## config.mk

```make
export PLATFORM = sky130hd
export DESIGN_NAME = line_density_mon
export DESIGN_NICKNAME = d
export VERILOG_FILES = /design/src/rtl/pdm_pkg.sv /design/src/rtl/pdm_zero_run.sv /design/src/rtl/pdm_window.sv /design/src/rtl/pdm_irq_latch.sv /design/src/rtl/line_density_mon.sv
export SDC_FILE = /design/constraint.sdc
export NUM_CORES = 1
export LEC_CHECK = 0
export ABC_AREA = 1
export BUFFER_PORTS_ARGS = -buffer_cell sky130_fd_sc_hd__buf_2
export CAP_MARGIN = 30
export CORE_ASPECT_RATIO = 0.8
export CORE_MARGIN = 3
export CORE_UTILIZATION = 65
export CTS_BUF_LIST = sky130_fd_sc_hd__clkbuf_4 sky130_fd_sc_hd__clkbuf_8 sky130_fd_sc_hd__clkbuf_16
export CTS_CLUSTER_DIAMETER = 50
export DETAILED_ROUTE_END_ITERATION = 6
export PLACE_DENSITY_LB_ADDON = 0.08
export SKIP_CTS_REPAIR_TIMING = 1
export SLEW_MARGIN = 30
export SYNTH_ARGS = -nofsm -noshare
export SYNTH_HDL_FRONTEND = slang
export SYNTH_HIERARCHICAL = 1
export SYNTH_SLANG_ARGS = --single-unit
```

## constraint.sdc

```tcl
create_clock -name clk -period 4.77 [get_ports clk]
set_clock_uncertainty 0.15 [all_clocks]
set_input_delay 0.477 -clock clk [delete_from_list [all_inputs] [get_ports clk]]
set_output_delay 0.477 -clock clk [all_outputs]
set_load 0.02 [all_outputs]
```

## src/rtl/pdm_pkg.sv

```systemverilog
// Shared defaults for the line pulse density monitor.
// Assumes the window length rule 8*(N+1) for a minimum of N ones.
package pdm_pkg;
    localparam int unsigned PDM_MIN_ONES = 23;
    localparam int unsigned PDM_ZRUN_MAX = 15;

    // Window length in bits for a given minimum ones count.
    function automatic int unsigned pdm_win_len(input int unsigned min_ones);
        return 8 * (min_ones + 1);
    endfunction
endpackage

```

## src/rtl/pdm_zero_run.sv

```systemverilog
// Zero-run tracker: counts consecutive valid zero bits, saturating one above
// the allowed maximum. It gives the run condition as it will be once the
// current bit is included. Assumes bit_in matters only when bit_vld is high.
module pdm_zero_run #(
    parameter int unsigned ZRUN_MAX = pdm_pkg::PDM_ZRUN_MAX
) (
    input  logic clk,
    input  logic rst_n,
    input  logic bit_vld,
    input  logic bit_in,
    output logic run_viol_nxt
);
    localparam int unsigned ZW = $clog2(ZRUN_MAX + 2);
    localparam logic [ZW-1:0] SAT = ZW'(ZRUN_MAX + 1);

    logic [ZW-1:0] zrun_q, zrun_nxt;

    // Next run length: cleared by a one, saturating increment on a zero.
    always_comb begin
        zrun_nxt = zrun_q;
        if (bit_vld) begin
            if (bit_in)
                zrun_nxt = '0;
            else if (zrun_q != SAT)
                zrun_nxt = zrun_q + 1'b1;
        end
    end

    // Run length register.
    always_ff @(posedge clk) begin
        if (!rst_n) zrun_q <= '0;
        else        zrun_q <= zrun_nxt;
    end

    assign run_viol_nxt = (zrun_nxt > ZW'(ZRUN_MAX));

    // the count never passes the saturation point.
    a_r3_saturate: assert property (@(posedge clk) disable iff (!rst_n)
        zrun_q <= SAT);
    // a received one empties the run.
    a_r3_one_clears: assert property (@(posedge clk) disable iff (!rst_n)
        (bit_vld && bit_in) |=> (zrun_q == '0));
endmodule

```

## src/rtl/pdm_window.sv

```systemverilog
// Sliding-window ones counter: keeps the last WIN_LEN valid bits and a
// running count of the ones among them. It gives the window condition as it
// will be once the current bit is included. The rule applies only once the
// window has been filled since reset.
module pdm_window #(
    parameter int unsigned MIN_ONES = pdm_pkg::PDM_MIN_ONES
) (
    input  logic clk,
    input  logic rst_n,
    input  logic bit_vld,
    input  logic bit_in,
    output logic dens_viol_nxt
);
    localparam int unsigned WIN_LEN = pdm_pkg::pdm_win_len(MIN_ONES);
    localparam int unsigned CW = $clog2(WIN_LEN + 1);
    localparam logic [CW-1:0] WIN_C = CW'(WIN_LEN);
    localparam logic [CW-1:0] MIN_C = CW'(MIN_ONES);

    logic [WIN_LEN-1:0] hist_q;
    logic [CW-1:0]      ones_q, ones_nxt;
    logic [CW-1:0]      fill_q, fill_nxt;
    logic               leave_bit;

    // Bit dropping out of the window, meaningful only once it is full.
    assign leave_bit = (fill_q == WIN_C) ? hist_q[WIN_LEN-1] : 1'b0;

    // Next ones count and next fill level.
    always_comb begin
        ones_nxt = ones_q;
        fill_nxt = fill_q;
        if (bit_vld) begin
            ones_nxt = ones_q + CW'(bit_in) - CW'(leave_bit);
            if (fill_q != WIN_C) fill_nxt = fill_q + 1'b1;
        end
    end

    // History shift register, ones count and fill level.
    always_ff @(posedge clk) begin
        if (!rst_n) begin
            hist_q <= '0;
            ones_q <= '0;
            fill_q <= '0;
        end else begin
            if (bit_vld) hist_q <= {hist_q[WIN_LEN-2:0], bit_in};
            ones_q <= ones_nxt;
            fill_q <= fill_nxt;
        end
    end

    assign dens_viol_nxt = (fill_nxt == WIN_C) && (ones_nxt < MIN_C);

    // the running count agrees with the stored history.
    a_r4_count_match: assert property (@(posedge clk) disable iff (!rst_n)
        ones_q == CW'($countones(hist_q)));
    // the fill level never runs past the window length.
    a_r5_fill_bound: assert property (@(posedge clk) disable iff (!rst_n)
        fill_q <= WIN_C);
endmodule

```

## src/rtl/pdm_irq_latch.sv

```systemverilog
// Sticky status: turns changes of the live state into set events according
// to the mode, and holds the result until a read. A set event beats a read
// in the same cycle.
module pdm_irq_latch (
    input  logic clk,
    input  logic rst_n,
    input  logic bit_vld,
    input  logic chg_mode,
    input  logic viol_cur,
    input  logic viol_nxt,
    input  logic stat_rd,
    output logic status
);
    logic set_ev;

    // Set event: any change in change mode, entry only otherwise.
    assign set_ev = bit_vld && (viol_nxt != viol_cur) && (chg_mode || viol_nxt);

    // Status register: set has priority over clear-on-read.
    always_ff @(posedge clk) begin
        if (!rst_n)       status <= 1'b0;
        else if (set_ev)  status <= 1'b1;
        else if (stat_rd) status <= 1'b0;
    end

    // a set in the same cycle as a read still leaves the status set.
    a_r9_set_wins: assert property (@(posedge clk) disable iff (!rst_n)
        (viol_cur != viol_nxt && bit_vld && (chg_mode || viol_nxt)) |=> status);
    // a read with no set event clears the status.
    a_r9_read_clears: assert property (@(posedge clk) disable iff (!rst_n)
        (stat_rd && !(bit_vld && viol_cur != viol_nxt)) |=> !status);
    // leaving violation in entry-only mode never sets the status.
    a_r8_no_exit_set: assert property (@(posedge clk) disable iff (!rst_n)
        (!status && !chg_mode && viol_cur && !viol_nxt) |=> !status);
endmodule

```

## src/rtl/line_density_mon.sv

```systemverilog
// Line pulse density monitor top: combines the zero-run rule and the sliding
// window rule into a live state, updated only on valid bits, and feeds the
// sticky status that drives the interrupt line.
module line_density_mon #(
    parameter int unsigned MIN_ONES = pdm_pkg::PDM_MIN_ONES,
    parameter int unsigned ZRUN_MAX = pdm_pkg::PDM_ZRUN_MAX
) (
    input  logic clk,
    input  logic rst_n,
    input  logic bit_vld,
    input  logic bit_in,
    input  logic chg_mode,
    input  logic stat_rd,
    output logic dens_state,
    output logic dens_status,
    output logic dens_irq
);
    logic run_viol_nxt, dens_viol_nxt, viol_nxt, viol_q;

    pdm_zero_run #(.ZRUN_MAX(ZRUN_MAX)) i_zero_run (
        .clk          (clk),
        .rst_n        (rst_n),
        .bit_vld      (bit_vld),
        .bit_in       (bit_in),
        .run_viol_nxt (run_viol_nxt)
    );

    pdm_window #(.MIN_ONES(MIN_ONES)) i_window (
        .clk           (clk),
        .rst_n         (rst_n),
        .bit_vld       (bit_vld),
        .bit_in        (bit_in),
        .dens_viol_nxt (dens_viol_nxt)
    );

    assign viol_nxt = run_viol_nxt || dens_viol_nxt;

    // Live state register, advanced only with a valid bit.
    always_ff @(posedge clk) begin
        if (!rst_n)       viol_q <= 1'b0;
        else if (bit_vld) viol_q <= viol_nxt;
    end

    pdm_irq_latch i_irq_latch (
        .clk      (clk),
        .rst_n    (rst_n),
        .bit_vld  (bit_vld),
        .chg_mode (chg_mode),
        .viol_cur (viol_q),
        .viol_nxt (viol_nxt),
        .stat_rd  (stat_rd),
        .status   (dens_status)
    );

    assign dens_state = viol_q;
    assign dens_irq   = dens_status;

    // the live state holds through cycles without a valid bit.
    a_r6_hold: assert property (@(posedge clk) disable iff (!rst_n)
        !bit_vld |=> $stable(dens_state));
    // a zero-run violation always reaches the live state.
    a_r2_run_sets: assert property (@(posedge clk) disable iff (!rst_n)
        (bit_vld && run_viol_nxt) |=> dens_state);
endmodule

```

==> Yosys cells after proc, flatten, opt, wreduce, memory -nomap -nowiden <==
Cells that the tools add are included.
{ "word_totals": {"regBits": 215, "input_bits": 6, "out_inout_bits": 3, "wordCells": 32} }
{ "op_classes": {"n_addsub": 4, "magnitude_cmp": 2, "n_eq_ne": 5, "mux": 9, "n_reduce_logical": 6} }
{ "ops": {"columns": ["cell", "count"], "rows": [
  ["two-way mux 8 bit", 3],
  ["== test 8 bit (second input constant)", 2],
  ["two-way mux 5 bit", 3],
  ["adder 8 x 1 -> 8 bit", 1],
  ["adder 8 x 1 -> 8 bit (second input constant)", 1],
  ["< comparator 8 x 5 -> 1 bit (second input constant)", 1],
  ["inequality test 8 bit (second input constant)", 1],
  ["subtractor 8 x 1 -> 8 bit", 1],
  ["adder 5 x 1 -> 5 bit (second input constant)", 1],
  ["> comparator 5 x 4 -> 1 bit (second input constant)", 1],
  ["inequality test 5 bit (second input constant)", 1],
  ["logical AND 1 bit", 3],
  ["two-way mux 1 bit", 3],
  ["logical OR 1 bit", 2],
  ["nonzero test 2 bit", 1],
  ["inequality test 1 bit", 1]
]} }

==> Longest topological paths before layout <==
Gate-level depths: netlist of the first run.
{ "depth": {"ltp_word": 11, "ltp_mapped": 25, "mapped_depth_nobuf": 25} }

==> Cells and area by module <==
The synthesis of the first run kept the hierarchy.
{ "by_module_without_submodules": {"columns": ["mod", "instances", "cells_each", "area_per_inst_um2", "seq_area_each_um2"], "rows": [
  ["pdm_window", 1, 1016, 7764.9, 4164.0],
  ["pdm_zero_run", 1, 43, 310.3, 100.1],
  ["pdm_irq_latch", 1, 11, 67.6, 20.0],
  ["line_density_mon", 1, 9, 57.6, 20.0]
]} }

==> Worst setup path after synthesis of the first run <==
OpenSTA, ideal clock, no wires.
{ "synth_timing": {"path_kind": "reg-to-reg", "start": "reg i_window.fill_q[0]", "end": "reg i_irq_latch.status", "setup_ns": 0.066, "arrival_time_ns": 2.676, "required_time_ns": 4.554, "setup_slack_ns": 1.878, "stages_incl_launch_ff": 26, "path_buffers": 0, "period_less_slack_ns": 2.892, "cell_sequence": "dfxtp_1 -> inv_1 -> ha_1 -> nand2_1 -> nor2_1 -> nand2_1 -> nor2_1 -> ha_1 -> inv_1 -> ha_1 -> fa_1 -> nand2_1 -> nand2_1 -> nand2_1 -> nand2_1 -> nand3_1 -> o21ai_1 -> nand2_1 -> nand2_1 -> nor3_2 -> inv_1 -> nand2_2 -> inv_1 -> nand2_1 -> nand2_1 -> a21oi_2"} }
{ "synth_via": {"elab_chain_len": 11, "elab_cells_between_ends": 18, "classes_between": "2 x add/sub; 1 x order compare; 4 x eq/ne; 5 x mux; 6 x reduce/logical"} }
{ "synth_lines": {"columns": ["item", "line", "rtl"], "rows": [
  ["start: declaration", "pdm_window.sv:21", "logic [CW-1:0] fill_q, fill_nxt;"],
  ["start signal: assignment", "pdm_window.sv:46", "fill_q <= fill_nxt;"],
  ["== test 8 bit", "pdm_window.sv:25", "assign leave_bit = (fill_q == WIN_C) ? hist_q[WIN_LEN-1] : 1'b0;"],
  ["two-way mux 1 bit", "pdm_window.sv:25", null],
  ["subtractor 8 x 1 -> 8 bit", "pdm_window.sv:32", "ones_nxt = ones_q + CW'(bit_in) - CW'(leave_bit);"],
  ["two-way mux 8 bit", "pdm_window.sv:31", "if (bit_vld) begin"],
  ["< comparator 8 x 5 -> 1 bit", "pdm_window.sv:50", "assign dens_viol_nxt = (fill_nxt == WIN_C) && (ones_nxt < MIN_C);"],
  ["logical AND 1 bit *", "pdm_window.sv:50", null],
  ["named net dens_viol_nxt", "line_density_mon.sv:18", "logic run_viol_nxt, dens_viol_nxt, viol_nxt, viol_q;"],
  ["logical OR 1 bit *", "line_density_mon.sv:36", "assign viol_nxt = run_viol_nxt || dens_viol_nxt;"],
  ["named net viol_nxt", "line_density_mon.sv:18", null],
  ["inequality test 1 bit", "pdm_irq_latch.sv:17", "assign set_ev = bit_vld && (viol_nxt != viol_cur) && (chg_mode || viol_nxt);"],
  ["logical AND 1 bit", "pdm_irq_latch.sv:17", null],
  ["logical AND 1 bit *", "pdm_irq_latch.sv:17", null],
  ["two-way mux 1 bit / nonzero test 2 bit (equally long branches)", null, null],
  ["end signal: assignment", "pdm_irq_latch.sv:21", "if (!rst_n) status <= 1'b0;"],
  ["end signal: assignment", "pdm_irq_latch.sv:22", "else if (set_ev) status <= 1'b1;"],
  ["end signal: assignment", "pdm_irq_latch.sv:23", "else if (stat_rd) status <= 1'b0;"],
  ["end: declaration", "pdm_irq_latch.sv:12", "output logic status"]
]} }
Mark *: on every way through the listed nets, which the timed path passes. The rest lies on a longest branch.
A chain may end at the register's enable or synchronous reset.

==> Worst setup path after layout of the first run <==
Same ends and word-level chain as after synthesis.

==> results of run 1 <==
## through the flow
step	std cells	worst slack [ns]	utilization [%]
after floorplan	1079	1.88	-
after global placement	1193	1.65	66.3
after detailed placement	1193	1.60	66.4
after CTS	1229	1.57	72.0
after global routing	1229	1.28	72.0
final	1229	1.57	72.0
## kinds of logic (layout without fill, tap and decap cells)
logic type	Yosys count	after routing	synth area share [%]
xor gates and xnor gates	5	5	0.534
DFF	215	215	52.5
and+or+nand+nor	507	507	24.4
AOI/OAI and AO/OA	219	219	13.7
buffers and inverters	120	99	6.85
adders and majority gates	13	13	2.08
## worst max-delay path: cells and delay by family, from the launching register on
kind	cells	cell delay [ns]
adder cells (fa/ha/maj)	4	1.09
AND/OR/NAND/NOR	13	1.00
flip-flops	1	0.38
AO/OA/AOI/OAI	2	0.29
buffers and inverters	4	0.23
## registers in the layout (all words and copies together) (netlist names)
name and count:
dens_state 1, i_zero_run/zrun_q 5, i_irq_latch/status 1, i_window/hist_q 192, i_window/ones_q 8, i_window/fill_q 8
## final cells by class
type	instances	share of cell area, %
clock inverters	5	0.312
multi-input cells	744	37.8
flip-flops and latches	215	48.8
clock buffers	31	7.51
repair buffers	12	0.978
inverters	51	2.23
well taps	171	2.42
## placed cells by master (no fill, tap or decap), types with 2 or more instances in the layout
cell / instances
buf_2: 6
o21ai_0: 193
inv_1: 49
nand4_1: 4
clkbuf_8: 10
clkinv_2: 4
dfxtp_1: 215
o21ai_2: 2
ha_1: 12
o21ai_1: 5
xor2_1: 4
clkbuf_16: 21
nand2_2: 2
nand2_1: 63
nand3_1: 24
a21oi_1: 14
a21oi_2: 4
buf_4: 3
buf_6: 3
nor2_1: 406
## routing by layer
metal / vias up / GRT usage [%] / share of wire [%]
li1: 3358 / - / -
met1: 2757 / 25.4 / 52
met2: 58 / 33.3 / 43
met3: 19 / 3.26 / 2.6
met4: 0 / 4.35 / 1.8
met5: - / 0 / 0
## report_power, final
group / total, mW / leakage [nW] / switching (mW) / internal (mW)
sequential: 1.96 / 1.78 / 0.0539 / 1.91
combinational: 0.372 / 1.79 / 0.240 / 0.133
clock: 1.60 / 0.346 / 0.639 / 0.957
## worst max-delay path by stage
stage,start,endpoint,slack [ns],cells past startpoint
after floorplan,i_window/fill_q[0]$_SDFF_PN0_,i_irq_latch/status$_SDFFE_PN0P_,1.88,25
after global routing,i_window/fill_q[0]$_SDFF_PN0_,i_irq_latch/status$_SDFFE_PN0P_,1.28,25
after CTS,i_window/fill_q[0]$_SDFF_PN0_,i_irq_latch/status$_SDFFE_PN0P_,1.57,25
after detailed placement,i_window/fill_q[0]$_SDFF_PN0_,i_irq_latch/status$_SDFFE_PN0P_,1.60,25
after global placement,i_window/fill_q[0]$_SDFF_PN0_,i_irq_latch/status$_SDFFE_PN0P_,1.65,25
final,i_window/fill_q[0]$_SDFF_PN0_,i_irq_latch/status$_SDFFE_PN0P_,1.57,23
==> summary.txt, run 1 <==
Global routing
  – First-pass GRT wire length: between 20,000 and 25,000 um
  – Gr ovfl total: 0
  – All-layer global routing usage: 19.2%
  – Vias in the first global route: around 5,700
  – Initial antenna violation count: 0
  – Largest net degree at the start of global routing: 140

Worst setup path
  – Startpoint Class: register
  – Max Fanout on Critical Path: 4
  – Max incr delay on CP: ~0.43 ns
  – R2R Path Start: i_window/fill_q[0]$_SDFF_PN0_
  – Worst Path Required: between 5 and 6 ns
  – CP arrival: roughly 3.5 ns
  – Critical-path top delay cell: fa_1
  – Worst Setup End Kind: register
  – Most used cell, CP: nand2_1
  – Flop-to-flop setup slack: approximately 1.6 ns
  – Critical setup path kind: reg2reg
  – FF-to-FF path depth: 23
  – CP Cell Sequence: inv_1 -> ha_1 -> nand2_1 -> nor2_1 -> nand2_1 -> nor2_1 -> ha_1 -> inv_1 -> ha_1 -> fa_1 -> o21ai_1 -> nor2_1 -> nand2_1 -> nand3_1 -> nand2_1 -> nand2_1 -> nor3_2 -> inv_1 -> nand2_2 -> inv_1 -> nand2_1 -> nand2_1 -> a21oi_2
  – Reg2Reg Capture Point: i_irq_latch/status$_SDFFE_PN0P_

Clock network
  – CTS Root Cell: clkbuf_16
  – Clock Path Buffers: 3
  – H-tree depth: 1
  – Clk_lat worst skew: around 0.48 ns
  – CTS clk-pin slew, worst paths: roughly 0.060 ns
  – Sink Count: roughly 220
  – TritonCTS clock tree: yes
  – CTS buffer count: 21

Synth
  – FF+latch count, synth: ~220
  – Yosys cell types: 32
  – Ys async rst share: 0%
  – Yosys warning count: 6
  – Register area share after synthesis: between 50% and 60%
  – Synth Net Count: 1,098
  – Most frequent cells after synthesis: nor2_1, dfxtp_1, o21ai_0
  – Mapped Cells: 1,079
  – Largest cells by area after synthesis: dfxtp_1, nor2_1, o21ai_0
  – Most frequent cell after synthesis: nor2_1
  – Post-synth EDFFs: 0
  – Synthesized area per cell: about 7.6 um^2
  – Ys flop type: dfxtp_1
  – Area share of the largest cell type after synthesis: 52.5%
  – Area leader, netlist: dfxtp_1
  – Synthesized area: 8200 um^2

Cells and area
  – Antenna diode count: 0
  – Area growth, synth to finish: 7.63%
  – Post-Layout Inst Area: 8830 um^2
  – Filler cells: around 1,000
  – Layout cells sized above 1: between 5 and 6%
  – Area occupied by multi-input gates: 3330 um^2
  – Nets@finish: 1,064
  – FF+latch area: 4300 um^2

Placement
  – IO Port Bufs: 8
  – Post-placement cell area: 8130 um^2
  – GPL Wtd Cong: ~0.84
  – Post-DP HPWL: around 7000 um

Job
  – Max-Cap Viols: 0

STA
  – Max_slew headroom: 40.4%
  – Fmax: between 300 and 400 MHz
  – Slew @ Worst Pin: slightly below 0.9 ns
  – Tcrit/Tclk final: between 60% and 70%
  – Final Hold Viols: 0
  – Max-slew violations: 0
  – Min cycle time layout: approximately 3.2 ns
  – Unrepaired setup endpoints after global routing: no
  – Hold_ws: ~0.13 ns
  – Final setup fails: 0
  – Setup_tns: 0 ns

Power and ir drop
  – Peak supply drop: 0.310 mV
  – Total power: between 3 and 4 mW
  – Pleak: approximately 3.9 nW
  – PwrDens: ~450 nW/um^2

Routing
  – 1st-iter DRT viols: 420
  – Via Count: 6,192
  – Total wire length: ~13,000 um
  – Residual DRC count: 0
  – Final ANT Viol Nets: 0
  – Vias per std cell: approximately 5.0
  – TritonRoute pass-1 iters: 5
  – Avg WL per Cell: 10.8 um

Floorplan
  – Core Region: ~12,000 um^2
  – Num rows: 36
  – Initial Util: 66.9%
  – I/O Pins: 9
  – Die ar.: 14,000 um^2
  – Die W: 132 um
  – Die H: around 110 um

Worst hold path
  – Worst hold path startpoint: stat_rd
  – Hold Crit Class: in2reg
  – WHS Path Cells: 4
  – Min-Delay Endpoint: i_irq_latch/status$_SDFFE_PN0P_

Outcome
  – Status: completed
(Power assumes the default switching activity.)
==> run 2: changes to the inputs <==
--- a/config.mk
+++ b/config.mk
@@ -10,7 +10,7 @@
 export CAP_MARGIN = 30
 export CORE_ASPECT_RATIO = 0.8
 export CORE_MARGIN = 3
-export CORE_UTILIZATION = 65
+export CORE_UTILIZATION = 56
 export CTS_BUF_LIST = sky130_fd_sc_hd__clkbuf_4 sky130_fd_sc_hd__clkbuf_8 sky130_fd_sc_hd__clkbuf_16
 export CTS_CLUSTER_DIAMETER = 50
 export DETAILED_ROUTE_END_ITERATION = 6
==> constraint.sdc (replaced) <==
create_clock -name clk -period 2.6 [get_ports clk]
set_clock_uncertainty 0.15 [all_clocks]
set_input_delay 0.26 -clock clk [delete_from_list [all_inputs] [get_ports clk]]
set_output_delay 0.26 -clock clk [all_outputs]
set_load 0.02 [all_outputs]
==> run 2 against run 1 <==
Against the previous run:
- the run now ends with setup timing left
- critical endpoint unchanged
- largest power group unchanged
- maximum frequency grew 7.9%
- die area grew 15%
- sequential share of layout area down 1.5 points
==> summary.txt, run 2 (synthesis results as in run 1) <==
Routing
  – Via Count: 6,262 (+1.1%)
  – Avg WL per Cell: 10.9 um (+1.5%)
  – Total wire length: 13,800 um (+4.4%)
  – Residual DRC count: 0 (unchanged)
  – Final ANT Viol Nets: 0 (unchanged)
  – 1st-iter DRT viols: 419 (-0.24%)
  – Vias per std cell: 4.95 (-1.7%)
  – TritonRoute pass-1 iters: 5 (unchanged)

Global routing
  – Initial antenna violation count: 0 (unchanged)
  – Vias in the first global route: 5,642 (-0.25%)
  – First-pass GRT wire length: 24,800 um (+3.4%)
  – All-layer global routing usage: 17.4% (-1.8 points)
  – Gr ovfl total: 0 (unchanged)
  – Largest net degree at the start of global routing: 157 (+12%)

STA
  – Slew @ Worst Pin: 0.696 ns (-0.197 ns)
  – Max_slew headroom: 53.6% (+13 points)
  – Final setup fails: 2 (+2)
  – Unrepaired setup endpoints after global routing: yes
  – Tcrit/Tclk final: 114% (+47 points)
  – Final Worst Setup Slack: -0.367 ns (-1.93 ns)
  – Final Hold Viols: 0 (unchanged)
  – Min cycle time layout: 2.97 ns (-0.235 ns)
  – Max-slew violations: 0 (unchanged)
  – Fmax: 337 MHz (+7.9%)
  – Hold_ws: 0.0146 ns (-0.111 ns)

Clock network
  – H-tree depth: 1 (unchanged)
  – CTS clk-pin slew, worst paths: 0.06 ns (about the same)
  – TritonCTS clock tree: yes
  – Sink Count: 215 (unchanged)
  – CTS buffer count: 21 (unchanged)
  – Clock Path Buffers: 3 (unchanged)
  – Clk_lat worst skew: 0.49 ns (about the same)
  – CTS Root Cell: clkbuf_16

Worst setup path
  – Worst Setup End Kind: register
  – CP arrival: 3.24 ns (-0.23 ns)
  – Max Fanout on Critical Path: 3 (-1)
  – Max incr delay on CP: 0.44 ns (about the same)
  – Startpoint Class: register
  – CP Cell Sequence: inv_2 -> ha_4 -> nand2_2 -> nor2_2 -> nand2_1 -> nor2_1 -> ha_1 -> inv_1 -> ha_2 -> fa_2 -> o21ai_2 -> nor2_1 -> nand2_1 -> nand3_2 -> nand2_2 -> nand2_2 -> nor3_2 -> inv_1 -> nand2_2 -> inv_2 -> nand2_1 -> nand2_1 -> a21oi_2
  – Worst Path Required: 2.87 ns (-2.17 ns)
  – Critical setup path kind: reg2reg
  – Critical-path top delay cell: fa_2

Placement
  – GPL Wtd Cong: 0.739 (-12%)
  – IO Port Bufs: 8 (unchanged)
  – Post-DP HPWL: 7270 um (+3.5%)

Cells and area
  – Registers with the most flip-flops: i_window/hist_q: 192 flops, i_window/fill_q: 8 flops, i_window/ones_q: 8 flops
  – Commonest non-fill, non-tap cells in the layout: nor2_1, dfxtp_1, o21ai_0
  – Nets@finish: 1,088 (+2.3%)
  – Biggest register: i_window/hist_q
  – Most common cell after layout, fill and taps aside: nor2_1
  – Area growth, synth to finish: 11.0%
  – Layout cells sized above 1: 9.69% (+3.7 points)
  – Number of flip-flops in the largest register: 192 (unchanged)
  – Antenna diode count: 0 (unchanged)

Power and ir drop
  – Total power: 7.40 mW (+88%)
  – Int Pwr: 5.64 mW (+88%)
  – Peak supply drop: 0.620 mV (+100%)
  – Net switching power: 1.76 mW (+89%)
  – Pleak: 4.05 nW (+3.5%)
  – Switching part of the total power: 23.8% (+0.14 points)
  – Sequential share of power: 48.7% (-1.3 points)
  – Clock power share: 41.2% (+0.6 points)
  – Comb pwr share: 10.1% (+0.6 points)
  – PwrDens: 813 nW/um^2 (+82%)

Floorplan
  – Die ar.: 16,100 um^2 (+15%)
  – Core Region: 13,900 um^2 (+14%)
  – Die W: 141 um (+7.4%)
  – Initial Util: 58.9% (-8.1 points)
  – Num rows: 38 (+5.6%)
  – Die H: 114 um (+7.3%)
  – I/O Pins: 9 (unchanged)

Outcome
  – Violated checks: setup timing
  – Status: finished, violations left

Worst hold path
  – Hold Crit Class: in2reg

Job
  – Max-Cap Viols: 0 (unchanged)
run 2: cell count changes in the layout (fill, tap and decap cells not counted), sizes merged:
cell	change
dlygate4sd3	+3
bufinv	+2
buf	+21
clkbuf	-1
inv	+1
run 2: metrics by stage:
| stage | utilization, % | setup TNS (ns) | std cells | worst slack (ns) | cell area, um^2 |
|---|---|---|---|---|---|
| finish | 65.4 | -0.686 | 1264 | -0.367 | 9100 |
| global route | 65.4 | -1.23 | 1264 | -0.629 | 9100 |
| CTS | 64.8 | -0.771 | 1259 | -0.425 | 9030 |
| detailed placement | 59.7 | -0.755 | 1221 | -0.414 | 8320 |
| global placement | 59.7 | -0.596 | 1221 | -0.330 | 8320 |
| floorplan | - | -0.287 | 1079 | -0.204 | 8220 |
run 2: power groups by stage:
stage                     sequential (mW)  combinational [mW]  clock (mW)
after floorplan                      3.66               0.597           0
after global placement               3.67               0.711           0
after detailed placement             3.67               0.719           0
after CTS                            3.60               0.726        3.13
after global routing                 3.63               0.883        3.27
final                                3.60               0.747        3.05
run 2: final timing paths:
check | from | endpoint | slack (ns) | depth (start not counted)
hold reg to reg | i_window/hist_q[191]$_SDFFE_PN0P_ | i_window/hist_q[191]$_SDFFE_PN0P_ | 0.31 | 2
hold / removal | bit_vld | i_window/fill_q[0]$_SDFF_PN0_ | 0.01 | 3
setup / recovery | i_window/fill_q[0]$_SDFF_PN0_ | i_irq_latch/status$_SDFFE_PN0P_ | -0.37 | 23
setup reg to reg | i_window/fill_q[0]$_SDFF_PN0_ | i_irq_latch/status$_SDFFE_PN0P_ | -0.37 | 23
run 2: area by class of cell:
cell class | count | area [um^2]
fillers | 1211 | 4830
flip-flops and latches | 215 | 4310
multi-input cells | 744 | 3390
clock buffers | 30 | 612
repair buffers | 36 | 279
well taps | 180 | 225
inverters | 51 | 196
clock inverters | 8 | 96.3
run 2: worst max-delay path: cells and delay by family, from the launching register on:
kind,cells,cell delay (ns)
DFF,1,0.32
adders and majority gates,4,0.99
buffers and inverters,4,0.23
and+or+nand+nor,13,0.95
AOI/OAI and AO/OA,2,0.28
run 2: per-layer routing:
metal	GRT usage [%]	wire (um)	part of all wire [%]
met4	4.13	208	1.5
met3	3.38	427	3.1
met2	27.0	5660	41
met1	25.2	7530	54
met5	0	0	0
==> run 3: changes to the inputs <==
--- a/config.mk
+++ b/config.mk
@@ -9,9 +9,9 @@
 export BUFFER_PORTS_ARGS = -buffer_cell sky130_fd_sc_hd__buf_2
 export CAP_MARGIN = 30
 export CORE_ASPECT_RATIO = 0.8
-export CORE_MARGIN = 3
-export CORE_UTILIZATION = 56
-export CTS_BUF_LIST = sky130_fd_sc_hd__clkbuf_4 sky130_fd_sc_hd__clkbuf_8 sky130_fd_sc_hd__clkbuf_16
+export CORE_MARGIN = 2
+export CORE_UTILIZATION = 59
+export CTS_BUF_LIST = sky130_fd_sc_hd__clkbuf_8
 export CTS_CLUSTER_DIAMETER = 50
 export DETAILED_ROUTE_END_ITERATION = 6
 export PLACE_DENSITY_LB_ADDON = 0.08
@@ -19,5 +19,4 @@
 export SLEW_MARGIN = 30
 export SYNTH_ARGS = -nofsm -noshare
 export SYNTH_HDL_FRONTEND = slang
-export SYNTH_HIERARCHICAL = 1
 export SYNTH_SLANG_ARGS = --single-unit
==> run 3 against run 2 <==
Against the previous run:
- the run still ends with setup timing left
- synthesized area down 1.7%
- highest routed layer unchanged
- synthesized cell count about the same
- non-clock buffer count up 3
- largest cell class unchanged
- sequential power about the same
==> summary.txt, run 3 <==
Power and ir drop
  – Peak supply drop: 0.469 mV (-24%)
  – Pleak: 3.95 nW (-2.5%)
  – Sequential share of power: 51.4% (+2.7 points)
  – Total power: 7.03 mW (-5.0%)
  – Switching part of the total power: 25.4% (+1.6 points)
  – Int Pwr: 5.24 mW (-7.0%)
  – Net switching power: 1.79 mW (+1.1%)
  – Clock power share: 37.3% (-3.9 points)
  – Comb pwr share: 11.4% (+1.3 points)
  – PwrDens: 781 nW/um^2 (-3.9%)

STA
  – Final Hold Viols: 0 (unchanged)
  – Min cycle time layout: 2.97 ns (+0.00520 ns)
  – Unrepaired setup endpoints after global routing: yes
  – Max_slew headroom: 51.5% (-2.1 points)
  – Fmax: 336 MHz (-0.18%)
  – Final Worst Setup Slack: -0.372 ns (-0.00520 ns)
  – Setup_tns: -0.679 ns (+0.00789 ns)
  – Tcrit/Tclk final: 114% (+0.20 points)
  – Final setup fails: 2 (unchanged)
  – Max-slew violations: 0 (unchanged)
  – Slew @ Worst Pin: 0.727 ns (+0.0308 ns)

Synth
  – Synth Area in Compound Gates: 13.5% (-0.18 points)
  – Synthesized area per cell: 7.46 um^2 (-1.8%)
  – Yosys cell types: 22 (-31%)
  – Post-Synth Simple-Gate Area: 25.1% (+0.73 points)
  – Area leader, netlist: dfxtp_1
  – Mux cell area share after synthesis: 0% (unchanged)
  – Mapped Cells: 1,080 (+0.093%)
  – FF+latch count, synth: 215 (unchanged)
  – Synth Net Count: 1,099 (+0.091%)
  – Main combinational cell family by area after synthesis: simple AND/OR/NAND/NOR gates
  – Post-Synth XOR/XNOR Area: 0.326% (-0.21 points)
  – Area share of the largest cell type after synthesis: 53.4% (+0.91 points)
  – Ys async rst share: 0% (unchanged)
  – Adder-cell share of the synthesized area: 2.11% (+0.036 points)
  – Most frequent cell after synthesis: nor2_1
  – Post-synth EDFFs: 0 (unchanged)
  – Register area share after synthesis: 53.4% (+0.91 points)
  – Largest cells by area after synthesis: dfxtp_1, nor2_1, o21ai_0
  – Synthesized area: 8060 um^2 (-1.7%)
  – Most frequent cells after synthesis: nor2_1, dfxtp_1, o21ai_0
  – Yosys warning count: 0 (-6)
  – Ys flop type: dfxtp_1

Clock network
  – Clock Path Buffers: 3 (unchanged)
  – TritonCTS clock tree: yes
  – CTS clk-pin slew, worst paths: 0.06 ns (about the same)
  – Sink Count: 215 (unchanged)
  – CTS buffer count: 34 (+62%)
  – CTS Root Cell: clkbuf_8
  – H-tree depth: 2 (+1)
  – Clk_lat worst skew: 0.50 ns (about the same)

Routing
  – Residual DRC count: 0 (unchanged)
  – 1st-iter DRT viols: 431 (+2.9%)
  – Vias per std cell: 4.97 (+0.26%)
  – Final ANT Viol Nets: 0 (unchanged)
  – Avg WL per Cell: 11.3 um (+3.1%)
  – TritonRoute pass-1 iters: 6 (+1)
  – Via Count: 6,353 (+1.5%)
  – Total wire length: 14,400 um (+4.4%)

Floorplan
  – I/O Pins: 9 (unchanged)
  – Num rows: 38 (unchanged)
  – Core Region: 13,500 um^2 (-3.4%)
  – Die ar.: 14,600 um^2 (-9.4%)
  – Initial Util: 59.9% (+1.0 points)
  – Die W: 135 um (-4.7%)
  – Die H: 109 um (-5.0%)

Cells and area
  – Final Non-Filler Cells: 1,279 (+1.2%)
  – Commonest non-fill, non-tap cells in the layout: nor2_1, dfxtp_1, o21ai_0
  – Area growth, synth to finish: 11.6%
  – Layout cells sized above 1: 9.65% (-0.041 points)
  – Registers with the most flip-flops: i_window.hist_q: 192 flops, i_window.fill_q: 8 flops, i_window.ones_q: 8 flops
  – Most common cell after layout, fill and taps aside: nor2_1
  – Nets@finish: 1,105 (+1.6%)
  – Antenna diode count: 0 (unchanged)
  – Biggest register: i_window.hist_q
  – Number of flip-flops in the largest register: 192 (unchanged)

Placement
  – GPL Wtd Cong: 0.805 (+8.9%)
  – Post-DP HPWL: 7340 um (+0.96%)
  – IO Port Bufs: 8 (unchanged)
  – DP Cell Count: 1,225 (+0.33%)

Global routing
  – All-layer global routing usage: 20.2% (+2.8 points)
  – First-pass GRT wire length: 25,300 um (+2.0%)
  – Gr ovfl total: 0 (unchanged)
  – Vias in the first global route: 5,767 (+2.2%)
  – Initial antenna violation count: 0 (unchanged)
  – Largest net degree at the start of global routing: 194 (+24%)

Worst setup path
  – Worst Setup End Kind: register
  – Max Fanout on Critical Path: 2 (-1)
  – Startpoint Class: register
  – CP arrival: 3.23 ns (about the same)
  – Worst Path Required: 2.85 ns (-0.02 ns)
  – Critical setup path kind: reg2reg

Job
  – Max-Cap Viols: 0 (unchanged)

Worst hold path
  – Hold Crit Class: in2reg

Outcome
  – Status: finished, violations left
  – Violated checks: setup timing
[run 3: cell type report]
class	instances	area, um^2
multi-input cells	753	3400
repair buffers	39	297
clock buffers	38	523
flip-flops and latches	215	4310
inverters	43	166
clock inverters	11	76.3
well taps	180	225
fillers	1191	4460
[run 3: final timing paths]
kind                                          start                                end  slack, ns  cells past startpoint
setup / recovery      i_window.fill_q[1]$_SDFF_PN0_    i_irq_latch.status$_SDFFE_PN0P_      -0.37                     24
hold / removal                               bit_in    i_zero_run.zrun_q[0]$_SDFF_PN0_       0.03                      4
setup reg to reg      i_window.fill_q[1]$_SDFF_PN0_    i_irq_latch.status$_SDFFE_PN0P_      -0.37                     24
hold reg to reg   i_window.hist_q[118]$_SDFFE_PN0P_  i_window.hist_q[119]$_SDFFE_PN0P_       0.31                      2
[run 3: worst max-delay path, cell delays in order (launching register included)]
cell and delay (ns):
dfxtp_2 0.33, inv_2 0.05, ha_4 0.16, nand2_4 0.06
nor2_4 0.04, nand2_2 0.08, nor2_2 0.04, ha_1 0.28
inv_2 0.05, ha_4 0.16, fa_2 0.53, inv_2 0.03
nand2_2 0.05, o21ai_2 0.06, nor2_1 0.15, nand2_1 0.07
nand3_1 0.08, nand2_1 0.05, nand2_1 0.06, inv_1 0.05
nand3_2 0.07, nand2_2 0.06, nand2_1 0.05, nand3_1 0.06
a21oi_1 0.14
[run 3: power groups by stage]
stage	clock network [mW]	registers (mW)	logic, mW
floorplan	0	3.66	0.588
global placement	0	3.67	0.741
detailed placement	0	3.68	0.748
CTS	2.70	3.61	0.753
global route	2.84	3.64	0.937
finish	2.62	3.61	0.798
[run 3: logic make-up after synthesis]
logic type	Yosys count
AO/OA/AOI/OAI	216
XOR/XNOR	3
adder cells (fa/ha/maj)	13
buffers and inverters	112
flip-flops	215
AND/OR/NAND/NOR	521
[run 3: stage by stage]
stage	hold slack (ns)	setup WS, ns	instance area, um^2	util, %
after floorplan	0.273	-0.179	8070	-
after global placement	0.300	-0.318	8260	61.4
after detailed placement	0.306	-0.356	8260	61.4
after CTS	-0.129	-0.383	8860	65.9
after global routing	0.0424	-0.529	9000	66.9
final	0.0349	-0.372	9000	66.9
[run 3: per-layer routing]
metal  share of wire, %  up-vias  GRT usage (%)  wire length, um
li1                   -     3440              -                -
met1                 53     2816           28.6             7680
met2                 42       75           30.7             5990
met3                3.7       22           4.31              530
met4                1.6        0           6.69              227
met5                  0        -              0                0
